### src/rtl/tsca_pkg.sv
package tsca_pkg;

    // Number of upper select groups covering the bits above the ripple section.
    function automatic int grp_count(int width, int low_w, int gw);
        return (width - low_w + gw - 1) / gw;
    endfunction

    // Lowest bit index of upper group g.
    function automatic int grp_base(int low_w, int gw, int g);
        return low_w + g * gw;
    endfunction

    // Width of upper group g; the topmost group takes the remainder.
    function automatic int grp_size(int width, int low_w, int gw, int g);
        int rest;
        rest = width - low_w - g * gw;
        return (rest < gw) ? rest : gw;
    endfunction

endpackage

### src/rtl/tsca_ripple.sv
module tsca_ripple #(
    parameter int W = 4
) (
    input  logic [W-1:0] a,
    input  logic [W-1:0] b,
    input  logic         cin,
    output logic [W-1:0] s,
    output logic         co
);
    logic [W:0] c;

    assign c[0] = cin;

    for (genvar i = 0; i < W; i++) begin : g_bit
        assign s[i]   = a[i] ^ b[i] ^ c[i];
        assign c[i+1] = (a[i] & b[i]) | (c[i] & (a[i] ^ b[i]));
    end

    assign co = c[W];
endmodule

### src/rtl/tsca_grp.sv
module tsca_grp #(
    parameter int W = 4
) (
    input  logic         clk,
    input  logic         rst_n,
    input  logic         ph_en,
    input  logic [W-1:0] a,
    input  logic [W-1:0] b,
    input  logic         sel_c,
    output logic [W-1:0] s,
    output logic         co
);
    typedef struct packed {
        logic [W-1:0] s;
        logic         c;
    } res_t;

    res_t live;
    res_t keep_d;
    res_t keep_q;

    // Single adder: carry-in follows the phase.
    tsca_ripple #(.W(W)) u_rca (
        .a   (a),
        .b   (b),
        .cin (ph_en),
        .s   (live.s),
        .co  (live.c)
    );

    always_comb begin
        keep_d = keep_q;
        if (ph_en) begin
            keep_d = live;
        end
    end

    always_ff @(posedge clk or negedge rst_n) begin
        if (!rst_n) begin
            keep_q <= '0;
        end else begin
            keep_q <= keep_d;
        end
    end

    // True carry from below picks the kept carry-in-one result or the live one.
    assign s  = sel_c ? keep_q.s : live.s;
    assign co = sel_c ? keep_q.c : live.c;
endmodule

### src/rtl/tsca_adder.sv
module tsca_adder #(
    parameter int WIDTH = 16,
    parameter int LOW_W = 2,
    parameter int GRP_W = 4
) (
    input  logic             clk,
    input  logic             rst_n,
    input  logic             ph_en,
    input  logic [WIDTH-1:0] a,
    input  logic [WIDTH-1:0] b,
    output logic [WIDTH-1:0] sum,
    output logic             cout,
    output logic             vld
);
    localparam int NGRP = tsca_pkg::grp_count(WIDTH, LOW_W, GRP_W);

    typedef struct packed {
        logic [WIDTH-1:0] sum;
        logic             cout;
        logic             vld;
        logic             armed;
    } st_t;

    st_t              st_d;
    st_t              st_q;
    logic [WIDTH-1:0] comb_sum;
    logic [NGRP:0]    carry;

    // Plain ripple section for the lowest bits.
    tsca_ripple #(.W(LOW_W)) u_low (
        .a   (a[LOW_W-1:0]),
        .b   (b[LOW_W-1:0]),
        .cin (1'b0),
        .s   (comb_sum[LOW_W-1:0]),
        .co  (carry[0])
    );

    for (genvar g = 0; g < NGRP; g++) begin : g_grp
        localparam int LO = tsca_pkg::grp_base(LOW_W, GRP_W, g);
        localparam int GW = tsca_pkg::grp_size(WIDTH, LOW_W, GRP_W, g);

        tsca_grp #(.W(GW)) u_grp (
            .clk   (clk),
            .rst_n (rst_n),
            .ph_en (ph_en),
            .a     (a[LO +: GW]),
            .b     (b[LO +: GW]),
            .sel_c (carry[g]),
            .s     (comb_sum[LO +: GW]),
            .co    (carry[g+1])
        );
    end

    always_comb begin
        st_d     = st_q;
        st_d.vld = 1'b0;
        if (ph_en) begin
            st_d.armed = 1'b1;
        end else begin
            if (st_q.armed) begin
                st_d.sum  = comb_sum;
                st_d.cout = carry[NGRP];
                st_d.vld  = 1'b1;
            end
            st_d.armed = 1'b0;
        end
    end

    always_ff @(posedge clk or negedge rst_n) begin
        if (!rst_n) begin
            st_q <= '0;
        end else begin
            st_q <= st_d;
        end
    end

    assign sum  = st_q.sum;
    assign cout = st_q.cout;
    assign vld  = st_q.vld;
endmodule

### config.mk
export PLATFORM = sky130hd
export DESIGN_NAME = tsca_adder
export DESIGN_NICKNAME = d
export VERILOG_FILES = /design/src/rtl/tsca_pkg.sv /design/src/rtl/tsca_ripple.sv /design/src/rtl/tsca_grp.sv /design/src/rtl/tsca_adder.sv
export SDC_FILE = /design/constraint.sdc
export NUM_CORES = 1
export LEC_CHECK = 0
export ABC_AREA = 0
export CAP_MARGIN = 40
export CORE_MARGIN = 4
export CORE_UTILIZATION = 65
export DETAILED_ROUTE_END_ITERATION = 8
export DONT_BUFFER_PORTS = 1
export GPL_ROUTABILITY_DRIVEN = 1
export PLACE_DENSITY = 0.81
export SKIP_LAST_GASP = 1
export SYNTH_ARGS = -nofsm -noshare
export SYNTH_HDL_FRONTEND = slang
export SYNTH_HIERARCHICAL = 1
export SYNTH_SLANG_ARGS = --single-unit
### constraint.sdc
create_clock -name clk -period 5.4 [get_ports clk]
set_input_delay 0.54 -clock clk [delete_from_list [all_inputs] [get_ports clk]]
set_output_delay 0.54 -clock clk [all_outputs]
set_load 0.02 [all_outputs]
==> summary.md, run 1 <==
| Metric | Value |
|---|---|
| Run status | `finished, final reports clean` |
| GR peak layer | `met2` |
| Overall overflow remaining after global route | `0` |
| Layout cell share with drive strength beyond 1 | `between 30% and 40%` |
| Total negative slack | `0 ns` |
| Startpoint-to-endpoint class of the critical path | `input port to register` |
| Synthesized area per cell | `12.9 µm²` |
| Y dimension of the die | `approximately 66 µm` |
| Clock input transition at the sequential cells of the worst setup and hold paths | `0.11 ns` |
| Flip-flop and latch count after synthesis | `37` |
| Total nets after synthesis | `223` |
| Num CTS Buffers | `5` |
| Most common cell after layout, fill and taps aside | `inv_1` |
| Deepest level of the CTS H-tree | `2` |
| Placement-stage cell area | `2120 µm²` |
| Min Hold Slack | `0.0161 ns` |
| Top cell type by total area after synthesis | `dfrtp_1` |
| Total inserted antenna cells | `0` |
| Maximum achievable frequency | `around 310 MHz` |
| Die outline area | `4410 µm²` |
| Total wirelength of the detailed-routed design | `3.30 mm` |
| Final hold vios | `0` |
| Fin area | `2210 µm²` |
| Setup-violating endpoint count in the final report | `0` |
| Root Buffer | `clkbuf_4` |
| Share of the synthesized area in the top cell type | `41.7%` |
| Number of nets at the end of the flow | `213` |
| CTS tree | `built` |
| Met3 capacity usage during global routing | `under 10%` |
| Max Buffers Root-to-Sink | `2` |
| Family with the most delay on the worst path | `multiplexers` |
| Clock latency at the later pin of the worst-skew pair | `0.34 ns` |
| Pin count of the biggest net entering global routing | `38` |
| Portion of the clock cycle consumed by the worst path in the final layout | `59.4%` |
| Die extent in x | `66.4 µm` |
| Critical path data arrival time | `3.45 ns` |
| Count of unique library cells instantiated by Yosys | `11` |
| Relative max-transition margin | `57.8%` |
| Minimum period implied by the final worst setup slack | `3.21 ns` |
| Number of DRC markers after the initial detailed-route iteration | `33` |
| Final weighted congestion in routability-driven placement | `0.663` |
| Hold crit path type | `input port to asynchronous set/reset pin` |
| Area growth from synthesis to final layout | `-0.282%` |
| Initial cell density of the core | `70.4%` |
| Setup repair after global routing missed its margin | `no` |
| Crit. End Element | `register` |
| Type of origin of the critical path | `input port` |
| Count of nets left with antenna violations after detail routing | `0` |
| Vias in the first global route | `about 1,300` |
| Largest fanout of any net on the critical path | `5` |
| Power Density | `364 nW/µm²` |
| Crit path largest cell delay | `0.40 ns` |
| Cells taking the most area after synthesis | `dfrtp_1, mux2_2, fa_1` |
| Cells after synthesis | `around 170` |
| Placed wire-length estimate | `2.42 mm` |
| Worst Tran Pin Value | `0.631 ns` |
| Worst setup slack before clock tree synthesis | `1.79 ns` |
| Core box area | `~3200 µm²` |
| Num ports | `53` |
| Via Count | `1,077` |
| Number of antenna violations at the first check in global routing | `0` |
| Final slew viol count | `0` |
| Data required time of the worst path | `5.64 ns` |
| IR drop worst, VDD | `216 µV` |
| Least setup slack across all paths after layout | `approximately 2.2 ns` |
| Average wire length per cell after detail routing | `15.9 µm` |
| Worst Clk Skew | `0.00884 ns` |
| Met2 routing resource usage after global routing | `between 30% and 40%` |
| Number of synthesis warnings | `6` |
| Number of clock sinks | `37` |
| All-layer global routing usage | `18.3%` |
| DR DRC count | `0` |
| First-pass GRT wire length | `6.02 mm` |
| Post-synthesis instance area | `about 2200 µm²` |
| Standard-cell rows | `20` |
| Initial DRT Pass Iterations | `4` |
| List of cells traversed by the critical path | `fa_1 > inv_1 > fa_1 > inv_1 > fa_1 > inv_1 > fa_1 > inv_1 > mux2_2 > mux2_2 > mux2_2 > mux2_1 > mux2_2` |
| Ratio of routed vias to standard cells | `5.20` |
| Met1 capacity usage during global routing | `21.1%` |
| Top library cells by usage in the layout, fill and taps aside | `inv_1, mux2_2, dfrtp_1` |
| Leakage Power | `roughly 1.1 nW` |
| Number of buffers and inverters on the critical path | `4` |
| Number of gates given a new drive strength after cts | `0` |
| Slowest cell on the critical path | `fa_1` |
| IO buf count | `0` |
| Total of max-cap violations | `0` |
| Part of the Yosys area used for sequential elements | `41.7%` |
| Final design utilization | `70.2%` |
registers in the layout (all words and copies together) (netlist names):
name / flops
sum: 16
g_grp.u_grp/keep_q: 18
st_q: 1
vld: 1
cout: 1
where the power goes:
group,switching [W],leakage [nW],internal [W]
clock,0.0000923,0.0413,0.0000755
sequential,0.000102,0.435,0.000350
combinational,0.0000675,0.616,0.000118
total,0.000262,1.09,0.000543
metrics by stage:
stage	total power, W	cells
6_report	0.000805	207
5_1_grt	0.000861	207
4_1_cts	0.000818	207
3_5_place_dp	0.000641	198
3_3_place_gp	0.000628	198
2_1_floorplan	0.000663	172
worst register-to-register path, stage by stage (launching register included):
cell and delay, ns:
dfrtp_1 0.39, mux2_2 0.32, mux2_2 0.32, mux2_2 0.40, mux2_1 0.32, mux2_2 0.26
path summary, 6_finish.rpt:
| path | start | endpoint | slack (ns) | cells past startpoint |
|---|---|---|---|---|
| setup reg to reg | g_grp[0].u_grp/keep_q[0] | sum[14] | 3.29 | 5 |
| max in group asynchronous | rst_n | sum[6] | 5.20 | 1 |
| hold reg to reg | g_grp[3].u_grp/keep_q[0] | g_grp[3].u_grp/keep_q[0] | 0.51 | 1 |
| min in group clk | ph_en | st_q[0] | 0.23 | 0 |
| hold / removal | rst_n | sum[1] | 0.02 | 1 |
| setup / recovery | a[2] | sum[14] | 2.19 | 13 |
kinds of logic (layout without fill, tap and decap cells):
| kind of cell | after synthesis | after routing | share of synthesized area (%) |
|---|---|---|---|
| fa+ha+maj | 16 | 16 | 14.4 |
| buf+inv | 64 | 55 | 14.6 |
| flops | 37 | 37 | 41.7 |
| mux | 53 | 53 | 28.4 |
| other cells | 1 | 1 | 0.169 |
| simple gates | 1 | 1 | 0.620 |
timing repair:
item,CTS,global route
endpoints found under the hold margin,37,0
buffers inserted,0,0
hold buffers,1,0
final cells by class:
type | count | area (µm²)
clock inverter | 1 | 5.00
tap | 44 | 55.1
fill | 232 | 941
timing repair buffer | 1 | 20.0
sequential | 37 | 926
clock buffer | 7 | 65.1
inverter | 46 | 173
multi-input combinational | 71 | 968
synth_stat cells:
master and number:
buf_12 1, inv_1 46, conb_1 1, fa_1 16, buf_4 16, nor2b_4 1, dfrtp_1 37, buf_6 1
mux2_4 9, mux2_1 6, mux2_2 38
layer usage:
layer | wire length [µm] | vias to the layer above | part of all wire, %
met1 | 1300 | 544 | 39
li1 | - | 487 | -
met3 | 245 | 8 | 7.4
met5 | 0 | - | 0
met4 | 63 | 0 | 1.9
met2 | 1690 | 38 | 51
Power figures use the tool's default switching activity.
==> inputs of run 2 (changes only) <==
CORE_UTILIZATION = 57   (was 65)
PLACE_DENSITY = 0.75   (was 0.81)
clock period = 2.7 ns   (was 5.4 ns; I/O delays follow)
==> run 2 against run 1 <==
- die area up 12%
- the run now ends with negative setup slack left
- global-route usage shrank 2.0 points
- critical endpoint is now sum[15]
- first-iteration DRC count is 21% lower
==> summary.md, run 2 (synthesis gave the netlist of run 1 again) <==
| Metric | Value |
|---|---|
| Max Buffers Root-to-Sink | `2 (unchanged)` |
| Worst Clk Skew | `0.00350 ns (-0.00534 ns)` |
| Data required time of the worst path | `2.87 ns (-2.77 ns)` |
| Die outline area | `4950 µm² (+12%)` |
| Total wirelength of the detailed-routed design | `3.52 mm (+6.8%)` |
| Register ranked first by flip-flop count | `g_grp.u_grp/keep_q` |
| Top library cells by usage in the layout, fill and taps aside | `inv_1, dfrtp_1, mux2_2` |
| Die extent in x | `70.4 µm (+6.0%)` |
| Overall overflow remaining after global route | `0 (unchanged)` |
| Initial cell density of the core | `59.7% (-11 points)` |
| Power Density | `740 nW/µm² (+100%)` |
| Min Hold Slack | `0.140 ns (+0.124 ns)` |
| Relative max-transition margin | `53.4% (-4.4 points)` |
| IO buf count | `0 (unchanged)` |
| Run status | `finished, violations left` |
| Number of antenna violations at the first check in global routing | `0 (unchanged)` |
| Layout cell share with drive strength beyond 1 | `41.3% (+6.3 points)` |
| Setup repair after global routing missed its margin | `yes` |
| IR drop worst, VDD | `344 µV (+60%)` |
| Crit. End Element | `register` |
| Final-layout fill cell count | `285 (+23%)` |
| Ratio of routed vias to standard cells | `5.02 (-3.5%)` |
| Number of cells traversed by the worst register-to-register path | `5 (unchanged)` |
| Initial DRT Pass Iterations | `4 (unchanged)` |
| Root Buffer | `clkbuf_8` |
| Terminus of the critical flop-to-flop path | `sum[15]` |
| Standard-cell rows | `22 (+10%)` |
| Number of DRC markers after the initial detailed-route iteration | `26 (-21%)` |
| Most common cell after layout, fill and taps aside | `inv_1` |
| Pwr Total | `0.00171 W (+110%)` |
| Num CTS Buffers | `5 (unchanged)` |
| Final hold vios | `0 (unchanged)` |
| Final design utilization | `62.3% (-7.8 points)` |
| Endpoint of the worst hold-timing path | `g_grp[3].u_grp/keep_q[1]` |
| Clock latency at the later pin of the worst-skew pair | `0.29 ns (-0.05 ns)` |
| Least setup slack across all paths after layout | `-0.126 ns (-2.32 ns)` |
| Leakage Power | `1.14 nW (+4.6%)` |
| Largest fanout of any net on the critical path | `3 (-2)` |
| Critical path data arrival time | `3.00 ns (-0.45 ns)` |
| Number of nets at the end of the flow | `218 (+2.3%)` |
| Average wire length per cell after detail routing | `16.4 µm (+2.8%)` |
| Deepest level of the CTS H-tree | `2 (unchanged)` |
| All-layer global routing usage | `16.3% (-2.0 points)` |
| Beginning of the worst hold path | `ph_en` |
| DR DRC count | `0 (unchanged)` |
| Worst setup slack before clock tree synthesis | `-0.437 ns (-2.23 ns)` |
| Setup-violating endpoint count in the final report | `3 (+3)` |
| Core box area | `3720 µm² (+18%)` |
| Final slew viol count | `0 (unchanged)` |
| Source of the worst register-to-register timing path | `g_grp[0].u_grp/keep_q[0]` |
| Y dimension of the die | `70.4 µm (+6.0%)` |
| CTS tree | `built` |
| Count of nets left with antenna violations after detail routing | `0 (unchanged)` |
| Number of clock sinks | `37 (unchanged)` |
| Vias in the first global route | `1,240 (-4.6%)` |
| Setup slack of the most critical reg-to-reg path | `0.73 ns (-2.56 ns)` |
| Num ports | `53 (unchanged)` |
| Area growth from synthesis to final layout | `4.40%` |
| Total inserted antenna cells | `0 (unchanged)` |
| Minimum period implied by the final worst setup slack | `2.83 ns` |
| Worst hold path stage count | `1` |
| Via Count | `1,080 (+0.28%)` |
| Clock input transition at the sequential cells of the worst setup and hold paths | `0.07 ns (-0.04 ns)` |
| Failing checks | `negative setup slack` |
| Placed wire-length estimate | `2.55 mm (+5.3%)` |
| Flip-flop count of the largest register, all copies and words added | `18 (unchanged)` |
| Final weighted congestion in routability-driven placement | `0.694 (+4.7%)` |
| Type of origin of the critical path | `input port` |
| Maximum achievable frequency | `354 MHz` |
| First-pass GRT wire length | `6.16 mm (+2.4%)` |
| Pin count of the biggest net entering global routing | `38 (unchanged)` |
| Hold crit path type | `input port to register` |
| Worst Tran Pin Value | `0.697 ns (+0.0657 ns)` |
| Total of max-cap violations | `0 (unchanged)` |
| Startpoint-to-endpoint class of the critical path | `input port to register` |
| Portion of the clock cycle consumed by the worst path in the final layout | `105%` |
[run 2: routing by layer]
| metal | part of all wire [%] | global-route usage, % |
|---|---|---|
| met3 | 6.3 | 7.63 |
| met4 | 1.7 | 6.38 |
| met5 | 0 | 0 |
| met2 | 50 | 26.5 |
| met1 | 42 | 18.5 |
[run 2: through the flow]
step	cell area [µm²]	instances	setup TNS (ns)
6_report	2320	215	-0.360
5_1_grt	2320	215	-0.549
4_1_cts	2310	215	-0.349
3_5_place_dp	2170	205	-2.09
3_3_place_gp	2170	205	-1.93
2_1_floorplan	2240	172	-1.41
[run 2: cell type report]
class	count	area (µm²)	share of cell area [%]
repair buffers	6	62.6	2.70
well taps	48	60.1	2.59
inverters	46	173	7.46
flip-flops and latches	37	926	40.0
clock buffers	7	86.3	3.73
multi-input cells	71	1010	43.5
[run 2: worst max-delay path: stages]
cell and delay (ns):
fa_2 0.36, inv_2 0.06, fa_2 0.18, inv_2 0.04, fa_2 0.32, inv_2 0.06
fa_2 0.19, inv_2 0.04, mux2_4 0.27, mux2_4 0.31, mux2_4 0.33, mux2_4 0.30
mux2_4 0.26
[run 2: power by group]
group	internal [W]	switching [W]	total [W]
logic	0.000271	0.000146	0.000416
clock network	0.000202	0.000186	0.000389
registers	0.000701	0.000208	0.000909
[run 2: how the worst max path moves through the flow]
stage,from,endpoint,cells past startpoint
global placement,a[2],sum[15],13
detailed placement,a[2],sum[15],13
finish,a[2],sum[15],13
CTS,a[2],sum[15],13
floorplan,a[2],cout,13
global route,a[2],cout,13
[run 2: repair_timing]
action / CTS / global route
buffers inserted: 1 / 0
gates resized for setup: 3 / 2
hold buffers: 2 / 1
gates cloned: 0 / 0
endpoints found under the setup margin: 3 / 7
hold endpoints to repair: 37 / 1
==> inputs of run 3 (changes only) <==
CORE_MARGIN = 1.5   (was 4)
TNS_END_PERCENT = 50   (was unset)
==> run 3 against run 2 <==
- the run still ends with negative setup slack left
- sequential power about the same
- largest cell class unchanged
- first-iteration DRC count decreased by 19%
- sequential share of layout area increased by 0.44 points
- sequential cell count unchanged
- routed wire length decreased by 4.9%
- hold slack got worse by 0.12 ns
- fmax about the same
- via count increased by 1.3%
==> summary.md, run 3 (synthesis gave the netlist of run 1 again) <==
| Metric | Value |
|---|---|
| Num CTS Buffers | `5 (unchanged)` |
| Relative max-transition margin | `55.9% (+2.5 points)` |
| Least setup slack across all paths after layout | `-0.127 ns (-0.00153 ns)` |
| Startpoint-to-endpoint class of the critical path | `input port to register` |
| Sequential fraction of design power | `54.1% (+1.1 points)` |
| Clock input transition at the sequential cells of the worst setup and hold paths | `0.07 ns (about the same)` |
| Total negative slack | `-0.370 ns (-0.0102 ns)` |
| Final-layout fill cell count | `300 (+5.3%)` |
| Y dimension of the die | `65.4 µm (-7.1%)` |
| Worst Tran Pin Value | `0.660 ns (-0.0368 ns)` |
| Leakage Power | `1.13 nW (-1.3%)` |
| Beginning of the worst hold path | `ph_en` |
| Number of non-filler instances in the completed layout | `215 (unchanged)` |
| Failing checks | `negative setup slack` |
| Number of antenna violations at the first check in global routing | `0 (unchanged)` |
| Net switching power of the design | `0.000537 W (-0.67%)` |
| Crit. End Element | `register` |
| Final design utilization | `62.1% (-0.21 points)` |
| Num ports | `53 (unchanged)` |
| Setup Buffers After CTS | `0 (-1)` |
| Overall overflow remaining after global route | `0 (unchanged)` |
| Placement-stage cell area | `2170 µm² (unchanged)` |
| Final weighted congestion in routability-driven placement | `0.688 (-0.89%)` |
| Switching part of the total power | `32.0% (+0.46 points)` |
| Minimum period implied by the final worst setup slack | `2.83 ns (+0.00153 ns)` |
| Final slew viol count | `0 (unchanged)` |
| Fin area | `2290 µm² (-1.1%)` |
| Clock latency at the later pin of the worst-skew pair | `0.28 ns (about the same)` |
| Top library cells by usage in the layout, fill and taps aside | `inv_1, dfrtp_1, mux2_2` |
| Die outline area | `4280 µm² (-14%)` |
| Largest fanout of any net on the critical path | `3 (unchanged)` |
| Flip-flop count of the largest register, all copies and words added | `18 (unchanged)` |
| Final hold vios | `0 (unchanged)` |
| Min Hold Slack | `0.0190 ns (-0.121 ns)` |
| Most common cell after layout, fill and taps aside | `inv_1` |
| Ratio of routed vias to standard cells | `5.09 (+1.3%)` |
| Source of the worst register-to-register timing path | `g_grp[0].u_grp/keep_q[0]` |
| Root Buffer | `clkbuf_8` |
| Number of clock sinks | `37 (unchanged)` |
| Source of the critical timing path | `a[2]` |
| Total wirelength of the detailed-routed design | `3.35 mm (-4.9%)` |
| Inst Count DP | `205 (unchanged)` |
| Vias in the first global route | `1,233 (-0.56%)` |
| IO buf count | `0 (unchanged)` |
| Worst Clk Skew | `0.00828 ns (+0.00479 ns)` |
| Data required time of the worst path | `2.88 ns (about the same)` |
| Total inserted antenna cells | `0 (unchanged)` |
| Core box area | `3690 µm² (-0.74%)` |
| Multi-input gate area | `997 µm² (-1.1%)` |
| Register ranked first by flip-flop count | `g_grp.u_grp/keep_q` |
| Initial DRT Pass Iterations | `3 (-1)` |
| Hold crit path type | `input port to register` |
| Placed wire-length estimate | `2.50 mm (-1.9%)` |
| Gate power share | `24.3% (about the same)` |
| Die extent in x | `65.4 µm (-7.1%)` |
| Internal Pwr Total | `0.00114 W (-2.8%)` |
| Initial cell density of the core | `60.1% (+0.45 points)` |
| Setup-violating endpoint count in the final report | `3 (unchanged)` |
| All-layer global routing usage | `18.7% (+2.4 points)` |
| Critical path data arrival time | `3.00 ns (about the same)` |
| Clk network pwr share | `21.5% (-1.2 points)` |
| Number of DRC markers after the initial detailed-route iteration | `21 (-19%)` |
| Portion of the clock cycle consumed by the worst path in the final layout | `105% (about the same)` |
| Type of origin of the critical path | `input port` |
| Via Count | `1,094 (+1.3%)` |
| Maximum achievable frequency | `354 MHz (about the same)` |
| Area growth from synthesis to final layout | `3.27%` |
| Average wire length per cell after detail routing | `15.6 µm (-4.9%)` |
| DR DRC count | `0 (unchanged)` |
| Deepest level of the CTS H-tree | `2 (unchanged)` |
| Max Buffers Root-to-Sink | `2 (unchanged)` |
| Flip-flop and latch area | `926 µm² (unchanged)` |
| Setup repair after global routing missed its margin | `yes` |
| Run status | `finished, violations left` |
| Power Density | `733 nW/µm² (-1.0%)` |
| Count of nets left with antenna violations after detail routing | `0 (unchanged)` |
| Pin count of the biggest net entering global routing | `38 (unchanged)` |
| Layout cell share with drive strength beyond 1 | `41.3% (unchanged)` |
| Total of max-cap violations | `0 (unchanged)` |
| CTS tree | `built` |
| Standard-cell rows | `22 (unchanged)` |
| IR drop worst, VDD | `480 µV (+40%)` |
| First-pass GRT wire length | `5.86 mm (-4.9%)` |
| Number of nets at the end of the flow | `217 (-0.46%)` |
run 3: changes by cell type in the layout (fill, tap and decap cells not counted):
cell | previous run | this run
mux2_2 | 33 | 35
mux2_4 | 17 | 14
dlygate4sd3_1 | 2 | 1
mux2_1 | 3 | 4
clkinv_2 | 0 | 2
clkbuf_8 | 6 | 5
run 3: repair_timing:
item	CTS	global route
endpoints found under the hold margin	37	0
hold buffers	2	0
resized for setup	0	2
endpoints found under the setup margin	3	4
run 3: cell type report:
class / count / area share, %
Multi-Input combinational cell: 71 / 43.5
Sequential cell: 37 / 40.4
Clock buffer: 6 / 3.17
Timing Repair Buffer: 5 / 2.29
Inverter: 46 / 7.54
Clock inverter: 2 / 0.437
Tap cell: 48 / 2.62
run 3: power groups by stage:
stage          Clock (W)  Combinational (W)  Sequential (W)
5_1_grt         0.000400           0.000456        0.000930
3_3_place_gp           0           0.000367        0.000911
6_report        0.000361           0.000408        0.000909
4_1_cts         0.000376           0.000409        0.000912
2_1_floorplan          0           0.000570        0.000770
3_5_place_dp           0           0.000391        0.000920
run 3: routing by layer:
layer | wire length [µm] | up-vias | GRT usage, %
li1 | - | 497 | -
met1 | 1380 | 552 | 23.9
met4 | 93 | 0 | 9.64
met3 | 176 | 9 | 4.11
met2 | 1700 | 36 | 30.0
met5 | 0 | - | 0
run 3: per-stage QoR:
stage,worst slack (ns),total power [W]
after floorplan,-0.408,0.00134
after global placement,-0.395,0.00128
after detailed placement,-0.431,0.00131
after CTS,-0.125,0.00170
after global routing,-0.198,0.00179
final,-0.127,0.00168
run 3: path summary, 6_finish.rpt:
path	end	cells after the start	slack [ns]
worst max-delay path	cout	13	-0.13
worst min-delay path	st_q[0]	0	0.02
worst max register to register	cout	5	0.74
worst min register to register	g_grp[0].u_grp/keep_q[3]	1	0.50
max in group asynchronous	vld	2	2.08
min in group asynchronous	g_grp[3].u_grp/keep_q[2]	2	0.43
run 3: worst max-delay path, stage by stage:
cell and delay, ns:
fa_2 0.37, inv_2 0.06, fa_2 0.18, inv_2 0.04, fa_2 0.32, inv_2 0.06
fa_2 0.19, inv_2 0.04, mux2_4 0.27, mux2_4 0.31, mux2_4 0.33, mux2_1 0.31
mux2_2 0.26
